File: src/rtl/synth_ctrl.sv
module synth_ctrl #(
  parameter int GAP_W = 8
) (
  input  logic             clk,
  input  logic             rst_n,
  input  logic             sclk,
  input  logic             sdata,
  input  logic             sload,
  input  logic             ref_div,
  input  logic             lock_in,
  input  logic [GAP_W-1:0] min_gap,
  output logic             pd_active,
  output logic             r_hold,
  output logic             n_hold,
  output logic             tmo_hold,
  output logic             cp_hiz,
  output logic             ld_rst,
  output logic             rf_en,
  output logic             refbuf_en,
  output logic             cp_gain,
  output logic [2:0]       cp_cur,
  output logic [2:0]       mux_sel,
  output logic             pd_pol,
  output logic [1:0]       out_pwr,
  output logic [1:0]       core_pwr,
  output logic [21:0]      r_word,
  output logic [21:0]      n_word,
  output logic             seq_err
);
  localparam int WORD_W = 24;

  typedef enum logic [1:0] {S_IDLE, S_WANT_R, S_WANT_C, S_GAP} seq_t;

  logic [WORD_W-1:0] sr, ctrl;
  logic sclk_q, sload_q, ref_q;
  logic sync_arm, sync_cnt, n_dirty;
  seq_t st;
  logic [GAP_W-1:0] gap_cnt;

  logic sck_rise, load_rise, ref_rise, ld_c, ld_r, ld_n, pd1, pd2;
  assign sck_rise  = sclk & ~sclk_q;
  assign load_rise = sload & ~sload_q;
  assign ref_rise  = ref_div & ~ref_q;
  assign ld_c = load_rise && sr[1:0] == 2'b00;
  assign ld_r = load_rise && sr[1:0] == 2'b01;
  assign ld_n = load_rise && sr[1:0] == 2'b10;
  assign pd1 = sr[20];
  assign pd2 = sr[21];

  always_ff @(posedge clk or negedge rst_n) begin
    if (!rst_n) begin
      sclk_q  <= 1'b0;
      sload_q <= 1'b0;
      ref_q   <= 1'b0;
      sr      <= '0;
    end else begin
      sclk_q  <= sclk;
      sload_q <= sload;
      ref_q   <= ref_div;
      if (sck_rise) sr <= {sr[WORD_W-2:0], sdata};
    end
  end

  always_ff @(posedge clk or negedge rst_n) begin
    if (!rst_n) begin
      ctrl   <= '0;
      r_word <= '0;
      n_word <= '0;
    end else begin
      if (ld_c) ctrl   <= sr;
      if (ld_r) r_word <= sr[WORD_W-1:2];
      if (ld_n) n_word <= sr[WORD_W-1:2];
    end
  end

  always_ff @(posedge clk or negedge rst_n) begin
    if (!rst_n) begin
      pd_active <= 1'b0;
      sync_arm  <= 1'b0;
      sync_cnt  <= 1'b0;
    end else if (ld_c) begin
      sync_cnt <= 1'b0;
      if (!pd1) begin
        pd_active <= 1'b0;
        sync_arm  <= 1'b0;
      end else if (!pd2) begin
        pd_active <= 1'b1;
        sync_arm  <= 1'b0;
      end else begin
        sync_arm <= ~pd_active;
      end
    end else if (sync_arm && ref_rise) begin
      if (sync_cnt) begin
        pd_active <= 1'b1;
        sync_arm  <= 1'b0;
      end else begin
        sync_cnt <= 1'b1;
      end
    end
  end

  always_ff @(posedge clk or negedge rst_n) begin
    if (!rst_n) begin
      st      <= S_IDLE;
      n_dirty <= 1'b0;
      seq_err <= 1'b0;
      gap_cnt <= '0;
    end else begin
      if (ld_n && pd_active) n_dirty <= 1'b1;
      if (ld_c && !pd1 && pd_active) begin
        st      <= n_dirty ? S_WANT_R : S_IDLE;
        n_dirty <= 1'b0;
      end else begin
        case (st)
          S_WANT_R:
            if (ld_r) st <= S_WANT_C;
            else if (ld_n) begin
              seq_err <= 1'b1;
              st      <= S_IDLE;
            end
          S_WANT_C:
            if (ld_c && !pd1) begin
              st      <= S_GAP;
              gap_cnt <= '0;
            end else if (ld_n) begin
              seq_err <= 1'b1;
              st      <= S_IDLE;
            end
          S_GAP:
            if (ld_n) begin
              if (gap_cnt < min_gap) seq_err <= 1'b1;
              st <= S_IDLE;
            end else if (ref_rise && gap_cnt < min_gap) begin
              gap_cnt <= gap_cnt + 1'b1;
            end
          default: ;
        endcase
      end
    end
  end

  assign r_hold    = pd_active | ctrl[4];
  assign n_hold    = pd_active | ctrl[4];
  assign tmo_hold  = pd_active;
  assign cp_hiz    = pd_active | ctrl[9];
  assign ld_rst    = pd_active;
  assign refbuf_en = ~pd_active;
  assign rf_en     = ~pd_active & (~ctrl[11] | lock_in);
  assign cp_gain   = ctrl[10];
  assign cp_cur    = ctrl[10] ? ctrl[19:17] : ctrl[16:14];
  assign mux_sel   = ctrl[7:5];
  assign pd_pol    = ctrl[8];
  assign out_pwr   = ctrl[13:12];
  assign core_pwr  = ctrl[3:2];
endmodule

File: config.mk
export PLATFORM = sky130hd
export DESIGN_NAME = synth_ctrl
export DESIGN_NICKNAME = d
export VERILOG_FILES = /design/src/rtl/synth_ctrl.sv
export SDC_FILE = /design/constraint.sdc
export NUM_CORES = 1
export LEC_CHECK = 0
export BUFFER_PORTS_ARGS = -buffer_cell sky130_fd_sc_hd__buf_2
export CAP_MARGIN = 40
export CORE_AREA = 5 5 93 95
export CTS_CLUSTER_DIAMETER = 30
export DETAILED_ROUTE_END_ITERATION = 10
export DIE_AREA = 0 0 98 100
export PLACE_DENSITY = 0.84
export SETUP_SLACK_MARGIN = 0.2
export SYNTH_ARGS = -nofsm -noshare
export SYNTH_HDL_FRONTEND = slang
export SYNTH_SLANG_ARGS = --single-unit
File: constraint.sdc
create_clock -name clk -period 3.2 [get_ports clk]
set_input_delay 0.8 -clock clk [delete_from_list [all_inputs] [get_ports clk]]
set_output_delay 0.8 -clock clk [all_outputs]
set_load 0.01 [all_outputs]
Word-level counts from Yosys, hierarchy flattened --
Index checks and enable logic that the tools add are counted.
Operators by class: add/sub/neg operators 1, magnitude comparators 1, equality and inequality tests 13, mux-type cells 31, bitwise logic cells 13, reductions and logical operators 20
Operators with widths (count):
- $mux W8 | 3
- $mux W1 | 20
- $pmux W8 S2 | 1
- $ne A2 B2 Y1 const B | 7
- $add A8 B1 Y8 const B | 1
- $logic_and A1 B1 Y1 | 8
- $lt A8 B8 Y1 | 1
- $mux W2 | 4
- $reduce_bool A2 Y1 | 4
- $eq A2 B2 Y1 const B | 3
- $not A1 Y1 | 6
- $pmux W2 S3 | 1
- $reduce_and A6 Y1 | 1
- $reduce_and A5 Y1 | 1
- $and A1 B1 Y1 | 4
- $eq A2 B1 Y1 const B | 2
- $reduce_bool A4 Y1 | 1
- $mux W3 | 1
- $ne A3 B3 Y1 const B | 1
- $or A1 B1 Y1 | 3
- $pmux W1 S3 | 1
- $reduce_and A3 Y1 | 1
- $reduce_bool A3 Y1 | 1
- $logic_not A2 Y1 | 1
- other kinds (2) | 2
Storage, ports and cells: register bits 106, bits of input ports 15, output and inout port bits 65, word-level logic and storage cells 93

Logic depth before layout (Yosys ltp) --
word-level depth 7, mapped depth 8, mapped depth without buffers 7

Worst setup path before layout --
No wires, ideal clock.
kind input-to-reg, start in min_gap[7], end reg gap_cnt[7], library setup time 65 ps, arrival 2413 ps, data required time 3135 ps, path slack 722 ps, cell stages on the path 8, path buffers 1, path through inv_1 ha_1 a21oi_1 nand2_1 or4_1 buf_4 nor4_2 o22a_1
Between the ends: cells in the longest elaborated chain, start to end 4
RTL lines:
- start, declared | RTL line 11 | input logic [GAP_W-1:0] min_gap,
- $lt A8 B8 Y1 | RTL line 133 | end else if (ref_rise && gap_cnt < min_gap) begin
- $logic_and A1 B1 Y1 | RTL line 133
- $ne A2 B2 Y1 (no line)
- $reduce_and A5 Y1 (no line)
- end signal, assigned | RTL line 134 | gap_cnt <= gap_cnt + 1'b1;
- end, declared | RTL line 38 | logic [GAP_W-1:0] gap_cnt;
No other way between the ends. A chain may end at the register's enable or synchronous reset.

Final worst setup path --
start in min_gap[2], end reg gap_cnt[5]
Same word-level chain as after synthesis.

==> results.md <==
- Worst-path clk slew: 0.10 ns
- I/O Buffers: 79
- Synthesized area per cell: 13.6 um^2
- Worst Setup Path Type: in2reg
- Critical path fanouts, max: 7
- CTS tree: yes
- Hold Path Class: reg2reg
- Num CTS Buffers: 9
- P per Cell Area: 717 nW/um^2
- Die X: 98 um
- Final RePlAce weighted congestion: 0.863
- Max Clock Skew: 0.0177 ns
- Worst vdd ir: 0.000523 V
- CTS Buffer Depth: 2
- Vias in the first global route: 3,018
- Cell repeated most along the worst path: buf_2
- Main synth FF type: dfrtp_1
- Status: complete, no violations
- Initial Util: 0.585
- Setup_tns: 0 ns
- Dpl hpwl: 6000 um
- Final ANT Viol Nets: 0
- DRC errors left: 0
- P_leak: 0.00265 uW
- Final core occ: 0.674
- Layout Cell Area excl Fill: 5160 um^2
- Async S/R FF share, synth: 1.00
- Worst Path Required: 3.44 ns
- First-pass detailed-route iteration total: 4
- Critical-path cell list: buf_2 > inv_1 > ha_1 > or3_1 > o211ai_1 > a211oi_1 > buf_2 > nor2_1 > a221o_1
- Period minus WS final: 2.57 ns
- Max Cap Viol: 0
- # H-tree levels: 3
- Fraction of layout cells with a size suffix above 1: 0.483
- DR WL/cell: 17.4 um
- Post-CTS setup buffers: 0
- Cts repair resizes: 0
- DR iter-0 viols: 61
- Synth Register Bits: 104
- Core ar.: 7650 um^2
- F_max: 389 MHz
- Crit start category: input port
- Nets: 424
- Placement Cell Area: 4940 um^2
- Root Driver: clkbuf_8
- Worst Max-Slew Pin Slew: 0.808 ns
- Commonest non-fill, non-tap cell in the layout: dfrtp_1
- Area Overhead vs Synth: 15.2%
- Initial antenna violation count: 0
- Post-synth EDFFs: 0
- Synth Warn #: 0
- Final hold vios: 0
- Final setup fails: 0
- Setup crit end kind: flop
- CP max stage delay: 0.72 ns
- Most frequent cells in the layout: 104 x dfrtp_1, 85 x mux2_2, 79 x buf_2
- CP max stage cell: a211oi_1
- Die Span Y: 100 um
- Syn nets: 352
- Die ar.: 9800 um^2
- Clock sink total: 104
- GR Overflow Total: 0
- DRT Wirelength: 8840 um
- Final worst-path cycle share: 0.802
- First-pass GRT wire length: 15,100 um
- Synth unique cells: 46
- Vias after detailed routing: 2,849
- DR vias/cell: 5.60
- Cells after synthesis: 329
- Row cnt: 32
- Sequential share of the synthesized area: 0.581
- # hold bufs at CTS: 0
- Clk_lat worst skew: 0.36 ns
- Max-slew headroom: 0.458
- Final Slew Violations: 0
- Num ports: 80
- Largest net degree at the start of global routing: 59
- Post-synthesis cell area: 4480 um^2
- RSZ-0062 raised after global routing: false
- Critical Path AT: 2.81 ns
- Overall routing resource usage: 0.191
[flip-flops by register name, indices dropped and copies added (netlist names)]
| name | flops |
|---|---|
| sclk_q | 1 |
| sr | 24 |
| sync_arm | 1 |
| ld_rst | 1 |
| gap_cnt | 8 |
| seq_err | 1 |
| sync_cnt | 1 |
| r_word | 22 |
| n_dirty | 1 |
| st | 2 |
| ref_q | 1 |
| n_word | 22 |
| ctrl | 18 |
| sload_q | 1 |
[power breakdown]
group | internal, uW | switching, uW
Sequential | 1650 | 265
Clock | 404 | 482
Combinational | 486 | 408
[per-layer routing]
metal	GRT usage	share of wire	vias to the layer above
li1	-	-	1315
met1	0.253	0.43	1455
met2	0.319	0.51	74
met3	0.0445	0.050	5
met4	0.0490	0.0062	0
met5	0	0	-
[cell families (layout without fill, tap and decap cells)]
logic type | count (synthesis) | after routing | share of synthesized area
multiplexers | 90 | 90 | 0.226
AO/OA/AOI/OAI | 35 | 35 | 0.0562
AND/OR/NAND/NOR | 56 | 56 | 0.0716
buffers and inverters | 36 | 113 | 0.0422
adder cells (fa/ha/maj) | 8 | 8 | 0.0224
other | 0 | 1 | 0
flip-flops | 104 | 104 | 0.581
[through the flow]
stage          total power (uW)  hold WS (ns)  instances  setup WS, ns
2_1_floorplan              2490         0.449        329         0.722
3_3_place_gp               2810         0.437        491         0.255
3_5_place_dp               2850         0.451        492         0.296
4_1_cts                    3730         0.477        508         0.669
5_1_grt                    3920         0.513        508         0.503
6_report                   3700         0.471        509         0.632
[cells in the mapped netlist, types with 2 or more instances]
library cell  number  area [um^2]
o22a_1             4         35.0
dfrtp_1          104         2600
a21oi_1            6         30.0
o311ai_1           2         17.5
o21ai_0            7         35.0
or4_1              2         15.0
o211ai_1           3         22.5
inv_1             11         41.3
nand3_1            5         25.0
a221o_1            2         20.0
clkbuf_1           5         18.8
and3_1             3         18.8
nand2b_1           2         12.5
buf_2              7         35.0
and2_1             2         12.5
nor3b_1            3         22.5
nor3_1             2         10.0
nand2_1           15         56.3
nor2b_1            3         18.8
ha_1               8          100
mux2_2            85          957
nor2_1             9         33.8
or2_2              2         12.5
buf_4             12         90.1
mux2_1             4         45.0
[worst paths after layout]
path / slack [ns] / cells after the start / startpoint / to
worst max register to register: 0.72 / 7 / gap_cnt[2] / gap_cnt[5]
worst min register to register: 0.47 / 1 / seq_err / seq_err
worst max-delay path: 0.63 / 9 / min_gap[2] / gap_cnt[5]
worst min-delay path: 0.47 / 1 / seq_err / seq_err
max in group asynchronous: 2.02 / 2 / rst_n / ctrl[10]
min in group asynchronous: 0.49 / 1 / rst_n / n_word[11]
[worst max-delay path, delay by kind of cell]
family,cells,cell delay (ns)
simple gates,2,0.19
fa+ha+maj,1,0.27
buf+inv,3,0.40
compound gates,3,1.16
[layout make-up]
cell class                 instances  area [um^2]
multi-input combinational        189         1700
clock buffer                      10          138
timing repair buffer              86          460
clock inverter                     6         81.3
inverter                          11         41.3
sequential                       104         2600
fill                             557         2490
tap                              102          128
antenna                            1         2.50
No activity file was read; power rests on OpenSTA's default activity.
